[src/rtl/irq_accept_pkg.sv]
package irq_accept_pkg;
  typedef enum logic {
    TRIG_EDGE  = 1'b0,
    TRIG_LEVEL = 1'b1
  } trig_e;

  function automatic int unsigned idx_width(int unsigned n);
    return (n > 1) ? $clog2(n) : 1;
  endfunction
endpackage

[src/rtl/irq_accept_edge.sv]
module irq_accept_edge #(
  parameter int NPINS = 8
) (
  input  logic             clk,
  input  logic             rst_n,
  input  logic [NPINS-1:0] lvl,
  output logic [NPINS-1:0] rise
);
  logic [NPINS-1:0] prev_q;

  always_ff @(posedge clk or negedge rst_n) begin
    if (!rst_n) prev_q <= '0;
    else        prev_q <= lvl;
  end

  assign rise = lvl & ~prev_q;
endmodule

[src/rtl/irq_accept_eoi.sv]
module irq_accept_eoi #(
  parameter int NPINS = 8,
  parameter int VEC_W = 8
) (
  input  logic                   eoi_valid,
  input  logic [VEC_W-1:0]       eoi_vector,
  input  logic [NPINS*VEC_W-1:0] cfg_vector,
  output logic [NPINS-1:0]       eoi_sel
);
  logic [NPINS-1:0] match;

  for (genvar g = 0; g < NPINS; g++) begin : g_cmp
    assign match[g] = (cfg_vector[g*VEC_W +: VEC_W] == eoi_vector);
  end

  // first match wins: lower entries shadow higher ones
  always_comb begin
    logic seen;
    seen    = 1'b0;
    eoi_sel = '0;
    for (int i = 0; i < NPINS; i++) begin
      eoi_sel[i] = eoi_valid & match[i] & ~seen;
      seen       = seen | match[i];
    end
  end
endmodule

[src/rtl/irq_accept_arb.sv]
module irq_accept_arb #(
  parameter int NPINS = 8,
  parameter int PIN_W = 3
) (
  input  logic             clk,
  input  logic             rst_n,
  input  logic [NPINS-1:0] req_set,
  input  logic             dlv_ready,
  output logic             dlv_valid,
  output logic [PIN_W-1:0] dlv_pin
);
  logic [NPINS-1:0] pend_q;
  logic [NPINS-1:0] grant;

  always_comb begin
    dlv_valid = 1'b0;
    dlv_pin   = '0;
    for (int i = NPINS - 1; i >= 0; i--) begin
      if (pend_q[i]) begin
        dlv_valid = 1'b1;
        dlv_pin   = PIN_W'(i);
      end
    end
  end

  always_comb begin
    grant = '0;
    if (dlv_valid && dlv_ready) grant[dlv_pin] = 1'b1;
  end

  always_ff @(posedge clk or negedge rst_n) begin
    if (!rst_n) pend_q <= '0;
    else        pend_q <= (pend_q & ~grant) | req_set;
  end
endmodule

[src/rtl/irq_accept.sv]
module irq_accept
  import irq_accept_pkg::*;
#(
  parameter int NPINS = 8,
  parameter int VEC_W = 8,
  localparam int PIN_W = idx_width(NPINS)
) (
  input  logic                   clk,
  input  logic                   rst_n,
  input  logic [NPINS-1:0]       irq_lvl,
  input  logic [NPINS-1:0]       cfg_mask,
  input  logic [NPINS-1:0]       cfg_level,
  input  logic [NPINS*VEC_W-1:0] cfg_vector,
  input  logic                   eoi_valid,
  input  logic [VEC_W-1:0]       eoi_vector,
  output logic                   dlv_valid,
  input  logic                   dlv_ready,
  output logic [PIN_W-1:0]       dlv_pin,
  output logic [NPINS-1:0]       rirr
);
  logic [NPINS-1:0] rise;
  logic [NPINS-1:0] eoi_sel;
  logic [NPINS-1:0] req_set;
  logic [NPINS-1:0] rirr_q;
  logic [NPINS-1:0] rirr_d;

  irq_accept_edge #(.NPINS(NPINS)) u_edge (
    .clk(clk), .rst_n(rst_n), .lvl(irq_lvl), .rise(rise)
  );

  irq_accept_eoi #(.NPINS(NPINS), .VEC_W(VEC_W)) u_eoi (
    .eoi_valid(eoi_valid), .eoi_vector(eoi_vector),
    .cfg_vector(cfg_vector), .eoi_sel(eoi_sel)
  );

  for (genvar p = 0; p < NPINS; p++) begin : g_pin
    logic is_lvl, open_edge, open_lvl, reopen;
    assign is_lvl    = (cfg_level[p] == TRIG_LEVEL);
    assign open_edge = rise[p] & ~cfg_mask[p] & ~is_lvl;
    assign open_lvl  = rise[p] & ~cfg_mask[p] & is_lvl & ~rirr_q[p];
    assign reopen    = eoi_sel[p] & is_lvl & ~cfg_mask[p] & irq_lvl[p];
    assign rirr_d[p]  = eoi_sel[p] ? reopen : (rirr_q[p] | open_lvl);
    assign req_set[p] = open_edge | open_lvl | reopen;
  end

  always_ff @(posedge clk or negedge rst_n) begin
    if (!rst_n) rirr_q <= '0;
    else        rirr_q <= rirr_d;
  end

  assign rirr = rirr_q;

  irq_accept_arb #(.NPINS(NPINS), .PIN_W(PIN_W)) u_arb (
    .clk(clk), .rst_n(rst_n), .req_set(req_set), .dlv_ready(dlv_ready),
    .dlv_valid(dlv_valid), .dlv_pin(dlv_pin)
  );
endmodule

[config.mk]
export PLATFORM = sky130hd
export DESIGN_NAME = irq_accept
export DESIGN_NICKNAME = d
export VERILOG_FILES = /design/src/rtl/irq_accept_pkg.sv /design/src/rtl/irq_accept_edge.sv /design/src/rtl/irq_accept_eoi.sv /design/src/rtl/irq_accept_arb.sv /design/src/rtl/irq_accept.sv
export SDC_FILE = /design/constraint.sdc
export NUM_CORES = 1
export LEC_CHECK = 0
export BUFFER_PORTS_ARGS = -buffer_cell sky130_fd_sc_hd__buf_2
export CELL_PAD_IN_SITES_DETAIL_PLACEMENT = 1
export CELL_PAD_IN_SITES_GLOBAL_PLACEMENT = 2
export CORE_UTILIZATION = 26
export DETAILED_ROUTE_END_ITERATION = 10
export GPL_TIMING_DRIVEN = 0
export HOLD_SLACK_MARGIN = 0.15
export PLACE_DENSITY = 0.82
export SYNTH_ARGS = -nofsm -noshare
export SYNTH_HDL_FRONTEND = slang
export SYNTH_HIERARCHICAL = 1
export SYNTH_SLANG_ARGS = --single-unit
[constraint.sdc]
create_clock -name clk -period 1.5 [get_ports clk]
set_input_delay 0.3 -clock clk [delete_from_list [all_inputs] [get_ports clk]]
set_output_delay 0.3 -clock clk [all_outputs]
set_load 0.02 [all_outputs]
== After elaboration in Yosys (flattened, before gate mapping) ==
Index checks and enable logic that the tools add are counted.
Storage, ports and cells
  output and inout port bits: 12
  register bits after elaboration: 24
  logic and storage cells: 179
Operators by class
  eq/ne operators: 8
  reduce and logical (&&, ||, !) cells: 2
  multiplexer cells: 27
  order comparisons: 2
  bitwise operators: 137
Operators with widths (number)
  $and A1 B1 Y1: 71
  $eq A8 B8 Y1: 8
  $not A1 Y1: 31
  $or A1 B1 Y1: 30
  $mux W3: 8
  $mux W1: 17
  $and A8 B8 Y8: 2
  $not A8 Y8: 2
  $mux W8: 1
  $or A8 B8 Y8: 1
  $lt A3 B4 Y1 const B: 1
  $demux W1 S3: 1
  $ge A3 B1 Y1 const B: 1
  $logic_and A1 B1 Y1: 2

== Logic depth before layout (Yosys ltp) ==
Gate-level depths: netlist (run 1).
  depth in word-level cells: 16
  depth in mapped cells: 10
  gate-level depth less buffers: 9

== Cells and area by module ==
Netlist (run 1), hierarchy kept.
Modules (own cells, without submodules)
  irq_accept_eoi: area each 884.6 µm², times used 1, cells an instance 108, seq. area each 0.0 µm²
  irq_accept: area each 570.5 µm², times used 1, cells an instance 64, seq. area each 200.2 µm²
  irq_accept_arb: area each 405.4 µm², times used 1, cells an instance 42, seq. area each 200.2 µm²
  irq_accept_edge: area each 310.3 µm², times used 1, cells an instance 16, seq. area each 200.2 µm²

== Least setup slack after synthesis (run 1) ==
No wires, ideal clock.
  path type: input port to flip-flop
  from: in eoi_vector[3]
  to: reg u_arb.pend_q[6]
  setup time: 0.121 ns
  cell stages on the path: 10
  data required time: 1.379 ns
  slack: -0.540 ns
  arrival: 1.919 ns
  path buffers: 1
  cell sequence: buf_6 -> xor2_1 -> nor4_2 -> a21boi_2 -> nand4_2 -> nor3_1 -> nand3_1 -> a21oi_1 -> or3_1 -> o22a_1
Between the ends
  word-level cells in the longest chain between the ends: 13
RTL lines
  start, declared: line irq_accept.sv:15  | input logic [VEC_W-1:0] eoi_vector,
  $eq A8 B8 Y1: line irq_accept_eoi.sv:13  | assign match[g] = (cfg_vector[g*VEC_W +: VEC_W] == eoi_vector);
  $or A1 B1 Y1 (5 in a row): line irq_accept_eoi.sv:23  | seen = seen | match[i];
  $not A1 Y1: line irq_accept_eoi.sv:22  | eoi_sel[i] = eoi_valid & match[i] & ~seen;
  $and A1 B1 Y1 (*): line irq_accept_eoi.sv:22
  via eoi_sel[6]: line irq_accept.sv:22  | logic [NPINS-1:0] eoi_sel;
  $and A1 B1 Y1 (*) (3 in a row): line irq_accept.sv:41  | assign reopen = eoi_sel[p] & is_lvl & ~cfg_mask[p] & irq_lvl[p];
  $or A1 B1 Y1 (*): line irq_accept.sv:43  | assign req_set[p] = open_edge | open_lvl | reopen;
  via req_set[6]: line irq_accept.sv:23  | logic [NPINS-1:0] req_set;
  $or A8 B8 Y8 (*): line irq_accept_arb.sv:33  | else pend_q <= (pend_q & ~grant) | req_set;
  end signal, assigned: line irq_accept_arb.sv:33
  end, declared: line irq_accept_arb.sv:12  | logic [NPINS-1:0] pend_q;
The timed path passes the listed nets; every way through them passes the cells marked *.

== Worst setup path after layout (run 1) ==
  from: in eoi_vector[6]
  to: reg u_arb.pend_q[6]
Same word-level chain as after synthesis.

==> impl_summary.txt, run 1 <==
----------------------------------------------------
[Run status]
  Run status ... complete, but fails checks
  Violated checks ... negative setup slack

[Global routing]
  Largest net degree at the start of global routing ... 25
  Vias in the first global route ... 2330
  Leftover overflow at the end of global routing ... 0
  Initial antenna violation count ... 1
  GRT Util Overall ... 0.164
  Global-route wire length before repair ... 11200 um

[Setup path]
  Crit Path Max Fanout ... 8
  Startpoint of the most critical register-to-register path ... u_arb/pend_q[5]
  Critical R2R Capture ... u_arb/pend_q[6]
  R2R depth ... 5
  Cell with the largest stage delay on the worst path ... sky130_fd_sc_hd__nor4_2
  Critical path startpoint category ... input port
  Internal reg-to-reg setup slack ... 0.08 ns
  Category of the most critical setup path ... input port to flip-flop
  Critical Path Max Stage Delay ... 0.34 ns
  Data arrival time of the worst path ... 1.97 ns
  Critical-path cell list ... buf_12 -> xor2_2 -> nor4_2 -> nand2_1 -> nand4_4 -> nor3_4 -> nand3_2 -> a21oi_2 -> or3_1 -> o22a_1
  Worst setup EP type ... flip-flop
  Critical path required time ... 1.66 ns

[Synth]
  Sequential fraction of the synthesis area ... 0.277
  Number of storage elements in the synthesis netlist ... 24
  Syn_area_per_cell ... between 9 and 10 sq um
  Proportion of synthesized flip-flops having asynchronous set or reset ... 1.00
  Synthesized net count ... 330
  Synth cell types ... 36
  Portion of synthesized cell area occupied by the leading cell type ... 0.277
  Post-synth top area cell ... sky130_fd_sc_hd__dfrtp_1
  Syn Inst Count ... 230
  Dominant cells by area after synthesis ... sky130_fd_sc_hd__dfrtp_1, sky130_fd_sc_hd__xor2_1, sky130_fd_sc_hd__nor2b_4
  Post-Synthesis Cell Area ... approximately 2200 sq um
  Number of flops mapped to enable cells by yosys ... 0
  Yosys Warn Count ... 6
  Primary flip-flop cell chosen by synthesis mapping ... sky130_fd_sc_hd__dfrtp_1

[Routing]
  Number of optimization iterations in the first detailed-route pass ... 4
  Vias after detailed routing ... 2108
  Number of antenna-violating nets in the routed design ... 0
  Top layer used by detailed routing ... met5
  Post-detailed-route via-to-cell ratio ... 4.55
  Routed length per placed instance ... 15.4 um
  Detailed Route Iter0 Violations ... 40
  Wire length on met2 ... roughly 3800 um
  Remaining DRCs ... 0
  Detailed-route wire length ... between 7000 and 8000 um
  Wire length on met3 ... approximately 280 um
  Routed length on met1 ... ~3000 um

[Layout]
  Share of cells above drive strength 1 ... 0.609
  Final core utilization ... 0.449
  Area added between synthesis and finish ... 63.1%
  Number of non-filler instances in the completed layout ... 463
  Ant. Diodes ... 0
  Most common cell after layout, fill and taps aside ... sky130_fd_sc_hd__buf_2
  Nets ... around 460
  Highest-count cells in the layout ignoring fill and taps ... sky130_fd_sc_hd__buf_2, sky130_fd_sc_hd__xor2_1, sky130_fd_sc_hd__dfrtp_1

[Pwr]
  Post-layout power ... 2.48 mW
  Areal power density over the cells ... between 600 and 700 nW/um^2
  VDD IR-drop max ... 344 uV
  Static Leak ... 1.60 nW

[Worst hold path]
  Launch instance of the worst min-delay path ... irq_lvl[5]
  Worst-case hold path end point ... u_edge/prev_q[5]
  Hold Crit Class ... input port to flip-flop
  Worst hold path depth ... 1

[STA]
  Minimum period implied by the final worst setup slack ... between 1.5 and 2 ns
  Worst Skew ... 0.00450 ns
  Max_slew headroom ... 0.611
  Unrepaired setup endpoints after global routing ... yes
  Post-route worst hold slack ... 0.188 ns
  Worst Setup Slack, final ... -0.310 ns
  Slew Viols, Final ... 0
  Maximum clock frequency ... around 550 MHz
  Worst Max-Slew Pin Slew ... 0.583 ns
  Fin. Hold Viols ... 0
  Period utilisation layout ... 1.21
  Final number of setup-violating endpoints ... 17

[CTS]
  Clock tree from TritonCTS ... built
  Clock latency at the later pin of the worst-skew pair ... approximately 0.26 ns
  Clock edge transition at the registers on the reported setup and hold paths ... approximately 0.090 ns
  Number of H-tree levels ... 1
  Clock root cell ... sky130_fd_sc_hd__clkbuf_8
  Clock buffers created by TritonCTS ... 3
  Clk sink count ... 24
  Clock tree buffer depth ... 2

[Die]
  Die Span Y ... 93.4 um
  Number of rows created at floorplan ... 32
  Initial standard-cell utilization of the core ... 0.275
  Std-Cell Core Area ... slightly below 8000 sq um
  Boundary Pins ... 112
  Die Outline Area ... 8720 sq um
  Die width ... between 90 and 100 um

[Place]
  Worst slack at placement ... -0.749 ns
  Total instance count after detailed placement ... 435
  Final weighted congestion of routability-driven global placement ... 0.763
  Quantity of I/O buffers inserted on ports ... 103
  Placed wire-length estimate ... approximately 5500 um

[Job]
  Maximum capacitance violations ... 0

----------------------------------------------------
report_power, final:
group	total [mW]	switching, mW	leakage (nW)	internal, mW
Sequential	0.864	0.130	0.262	0.733
Clock	0.568	0.212	0.0357	0.357
Combinational	1.05	0.517	1.31	0.528
Total	2.48	0.859	1.60	1.62
sequential cells by signal, indices dropped and copies added, names as in the netlist:
name and cells:
rirr 8, u_arb/pend_q 8, u_edge/prev_q 8
synthesized netlist by cell type, types with 2 or more instances:
master,instances
sky130_fd_sc_hd__nand2b_1,2
sky130_fd_sc_hd__dfrtp_1,24
sky130_fd_sc_hd__nor2_4,2
sky130_fd_sc_hd__a21bo_2,8
sky130_fd_sc_hd__xor2_1,63
sky130_fd_sc_hd__nand3_1,11
sky130_fd_sc_hd__o21ai_0,4
sky130_fd_sc_hd__o32ai_1,8
sky130_fd_sc_hd__nor4_1,15
sky130_fd_sc_hd__nor2b_4,8
sky130_fd_sc_hd__a21oi_1,11
sky130_fd_sc_hd__nor4_2,2
sky130_fd_sc_hd__nor2_1,8
sky130_fd_sc_hd__mux2i_1,8
sky130_fd_sc_hd__inv_1,18
sky130_fd_sc_hd__buf_6,7
sky130_fd_sc_hd__nor3_1,4
sky130_fd_sc_hd__nand2_1,9
layer usage:
layer	global-route usage	vias up
li1	-	1039
met1	0.194	1006
met2	0.313	55
met3	0.0301	6
met4	0.0179	2
met5	0	-
layout make-up:
class                   instances  area, sq um
inverters                      18         67.6
fillers                       906         4350
repair buffers                127          744
clock inverters                 1         30.0
plain buffers                   8          150
flip-flops and latches         24          604
well taps                     102          128
multi-input cells             180         1770
clock buffers                   3         41.3
critical path: cells and delay by family:
family / cells / cell delay [ns]
and+or+nand+nor: 6 / 1.16
AOI/OAI and AO/OA: 2 / 0.22
buffers and inverters: 1 / 0.12
xor gates and xnor gates: 1 / 0.17
how the worst max path moves through the flow:
stage | startpoint | endpoint | slack (ns) | cells after the start
final | eoi_vector[6] | u_arb/pend_q[6] | -0.31 | 10
after global routing | eoi_vector[6] | u_arb/pend_q[6] | -0.36 | 10
after CTS | eoi_vector[5] | u_arb/pend_q[6] | -0.30 | 10
after detailed placement | eoi_vector[5] | u_arb/pend_q[7] | -0.75 | 10
after global placement | eoi_vector[6] | u_arb/pend_q[6] | -0.68 | 10
after floorplan | eoi_vector[0] | u_arb/pend_q[6] | -0.39 | 10
logic make-up (layout without fill, tap and decap cells):
kind of cell,count (synthesis),count (layout),synth area share
AOI/OAI and AO/OA,39,39,0.137
xor gates and xnor gates,64,64,0.262
buffers and inverters,26,157,0.0709
DFF,24,24,0.277
muxes,8,8,0.0369
and+or+nand+nor,69,69,0.217
stage by stage:
step / setup TNS [ns] / cell area [sq um]
after floorplan: -2.44 / 2230
after global placement: -6.72 / 2870
after detailed placement: -7.08 / 2870
after CTS: -3.07 / 3260
after global routing: -4.25 / 3540
final: -2.91 / 3540
timing repair:
| item | 4_1_cts | 5_1_grt |
|---|---|---|
| pin swaps | 25 | 23 |
| buffers inserted | 18 | 7 |
| gates resized for setup | 41 | 40 |
| hold buffers | 1 | 0 |
| hold endpoints to repair | 24 | 0 |
| setup endpoints to repair | 17 | 20 |
Note: power is estimated with default switching activity, not from simulation.
==> inputs of run 2 (changes only) <==
--- a/config.mk
+++ b/config.mk
@@ -17,3 +17,4 @@
 export SYNTH_HDL_FRONTEND = slang
 export SYNTH_HIERARCHICAL = 1
 export SYNTH_SLANG_ARGS = --single-unit
+export TNS_END_PERCENT = 5
==> run 2 against run 1 <==
Net effect: the flow still finishes with violations (negative setup slack); register-to-register slack better by 0.04 ns; cell count is 3.0% lower; setup slack better by 0.011 ns; global-route usage is 0.26 points lower; via count is 2.1% lower; critical endpoint unchanged; largest cell class unchanged; largest power group unchanged.
==> impl_summary.txt, run 2 (synthesis gave the netlist of run 1 again) <==
----------------------------------------------------
[Worst hold path]
  Worst-case hold path end point ... u_edge/prev_q[1] (was u_edge/prev_q[5])
  Launch instance of the worst min-delay path ... irq_lvl[1] (was irq_lvl[5])
  Worst hold path depth ... 1 (unchanged)
  Hold Crit Class ... input port to flip-flop (unchanged)

[Die]
  Initial standard-cell utilization of the core ... 0.275 (unchanged)
  Std-Cell Core Area ... 7890 sq um (unchanged)
  Number of rows created at floorplan ... 32 (unchanged)
  Die width ... 93.4 um (unchanged)
  Die Outline Area ... 8720 sq um (unchanged)
  Die Span Y ... 93.4 um (unchanged)
  Boundary Pins ... 112 (unchanged)

[STA]
  Fin. Hold Viols ... 0 (unchanged)
  Worst Skew ... 0.00171 ns (was 0.00450 ns)
  Maximum clock frequency ... 556 MHz (was 552 MHz)
  Worst Max-Slew Pin Slew ... 0.586 ns (was 0.583 ns)
  Slew Viols, Final ... 0 (unchanged)
  Period utilisation layout ... 1.20 (was 1.21)
  Post-route worst hold slack ... 0.181 ns (was 0.188 ns)
  Sum of negative setup slack ... -3.22 ns (was -2.91 ns)
  Final number of setup-violating endpoints ... 20 (was 17)
  Minimum period implied by the final worst setup slack ... 1.80 ns (was 1.81 ns)
  Unrepaired setup endpoints after global routing ... yes (unchanged)
  Max_slew headroom ... 0.609 (was 0.611)
  Worst Setup Slack, final ... -0.299 ns (was -0.310 ns)

[Place]
  Final weighted congestion of routability-driven global placement ... 0.761 (was 0.763)
  Placed wire-length estimate ... 5420 um (was 5470 um)
  Quantity of I/O buffers inserted on ports ... 103 (unchanged)
  Worst slack at placement ... -0.720 ns (was -0.749 ns)

[Setup path]
  Data arrival time of the worst path ... 1.96 ns (was 1.97 ns)
  Category of the most critical setup path ... input port to flip-flop (unchanged)
  Internal reg-to-reg setup slack ... 0.12 ns (was 0.08 ns)
  Critical Path Max Stage Delay ... 0.35 ns (was 0.34 ns)
  Critical R2R Capture ... u_arb/pend_q[6] (unchanged)
  R2R depth ... 4 (was 5)
  Stages on worst setup path ... 10 (unchanged)
  Startpoint of the most critical register-to-register path ... u_arb/pend_q[0] (was u_arb/pend_q[5])
  Crit Path Max Fanout ... 8 (unchanged)
  Category of cells accounting for the largest share of critical-path delay ... simple AND/OR/NAND/NOR gates (unchanged)
  Critical-path cell list ... buf_12 -> xor2_1 -> nor4_1 -> nand2_1 -> nand4_4 -> nor3_4 -> nand3_1 -> a21oi_2 -> or3_1 -> o22a_1 (was buf_12 -> xor2_2 -> nor4_2 -> nand2_1 -> nand4_4 -> nor3_4 -> nand3_2 -> a21oi_2 -> or3_1 -> o22a_1)
  Number of buffers and inverters on the critical path ... 1 (unchanged)
  Critical path required time ... 1.66 ns (about the same)
  Critical path startpoint category ... input port (unchanged)
  Cell with the largest stage delay on the worst path ... sky130_fd_sc_hd__nor4_1 (was sky130_fd_sc_hd__nor4_2)
  Worst setup EP type ... flip-flop (unchanged)

[Routing]
  Detailed Route Iter0 Violations ... 23 (was 40)
  Remaining DRCs ... 0 (unchanged)
  Detailed-route wire length ... 6820 um (was 7130 um)
  Number of antenna-violating nets in the routed design ... 0 (unchanged)
  Vias after detailed routing ... 2064 (was 2108)
  Routed length per placed instance ... 15.2 um (was 15.4 um)
  Post-detailed-route via-to-cell ratio ... 4.60 (was 4.55)
  Number of optimization iterations in the first detailed-route pass ... 4 (unchanged)

[CTS]
  Clock latency at the later pin of the worst-skew pair ... 0.26 ns (about the same)
  Clock buffers created by TritonCTS ... 3 (unchanged)
  Clock root cell ... sky130_fd_sc_hd__clkbuf_8 (unchanged)
  Clock tree from TritonCTS ... built (unchanged)
  Clock edge transition at the registers on the reported setup and hold paths ... 0.09 ns (about the same)
  Clock tree buffer depth ... 2 (unchanged)
  Clk sink count ... 24 (unchanged)
  Number of H-tree levels ... 1 (unchanged)

[Layout]
  Final core utilization ... 0.408 (was 0.449)
  Area added between synthesis and finish ... 48.4% (was 63.1%)
  Nets ... 449 (was 462)
  Most common cell after layout, fill and taps aside ... sky130_fd_sc_hd__buf_2 (unchanged)
  Highest-count cells in the layout ignoring fill and taps ... sky130_fd_sc_hd__buf_2, sky130_fd_sc_hd__xor2_1, sky130_fd_sc_hd__dfrtp_1 (unchanged)
  Share of cells above drive strength 1 ... 0.516 (was 0.609)
  Fill cell count ... 941 (was 906)
  Ant. Diodes ... 0 (unchanged)

[Global routing]
  Global-route wire length before repair ... 11000 um (was 11200 um)
  Leftover overflow at the end of global routing ... 0 (unchanged)
  GRT Util Overall ... 0.161 (was 0.164)
  Vias in the first global route ... 2291 (was 2330)
  Initial antenna violation count ... 0 (was 1)
  Largest net degree at the start of global routing ... 25 (unchanged)

[Run status]
  Run status ... complete, but fails checks (unchanged)
  Violated checks ... negative setup slack (unchanged)

[Pwr]
  Static Leak ... 1.49 nW (was 1.60 nW)
  VDD IR-drop max ... 335 uV (was 344 uV)
  Areal power density over the cells ... 673 nW/um^2 (was 700 nW/um^2)

[Job]
  Maximum capacitance violations ... 0 (unchanged)

----------------------------------------------------
[run 2: what timing repair did]
item,in CTS,in global routing
pin swaps,19,8
endpoints found under the hold margin,24,0
buffers inserted,7,3
hold buffers,1,0
endpoints found under the setup margin,17,20
gates cloned,0,0
gates resized for setup,39,11
[run 2: how the worst max path moves through the flow]
stage | from | slack [ns] | end
final | eoi_vector[0] | -0.30 | u_arb/pend_q[6]
after global placement | eoi_vector[7] | -0.71 | u_arb/pend_q[7]
after CTS | eoi_vector[3] | -0.29 | u_arb/pend_q[6]
after floorplan | eoi_vector[0] | -0.39 | u_arb/pend_q[6]
after global routing | eoi_vector[7] | -0.38 | u_arb/pend_q[6]
after detailed placement | eoi_vector[4] | -0.72 | u_arb/pend_q[7]
[run 2: per-layer routing]
layer,up-vias,GRT usage,routed length (um)
li1,1023,-,-
met2,55,0.289,3480
met1,982,0.201,2970
met4,0,0.0256,48
met3,4,0.0325,315
met5,-,0,0
[run 2: metrics by stage]
stage	area, sq um	instances	total power [mW]
after floorplan	2200	230	1.32
after global placement	2840	435	1.62
final	3220	449	2.17
after global routing	3220	449	2.32
after CTS	3120	446	2.17
after detailed placement	2840	435	1.65
[run 2: worst register-to-register path, stage by stage, from the launching register on]
cell and delay [ns]:
sky130_fd_sc_hd__dfrtp_2 0.47, sky130_fd_sc_hd__nor2_4 0.14, sky130_fd_sc_hd__nand3_2 0.13, sky130_fd_sc_hd__or3_1 0.38, sky130_fd_sc_hd__o22a_1 0.16
[run 2: final cells by class]
type,count,area [sq um],area share
Buffer,8,133,0.0412
Clock buffer,3,41.3,0.0128
Inverter,18,67.6,0.0210
Multi-Input combinational cell,180,1630,0.505
Sequential cell,24,603,0.187
Tap cell,102,128,0.0396
Timing Repair Buffer,114,623,0.193
[run 2: report_power, final]
group,internal [mW],switching [mW]
combinational,0.459,0.466
clock,0.180,0.208
sequential,0.731,0.124
total,1.37,0.798
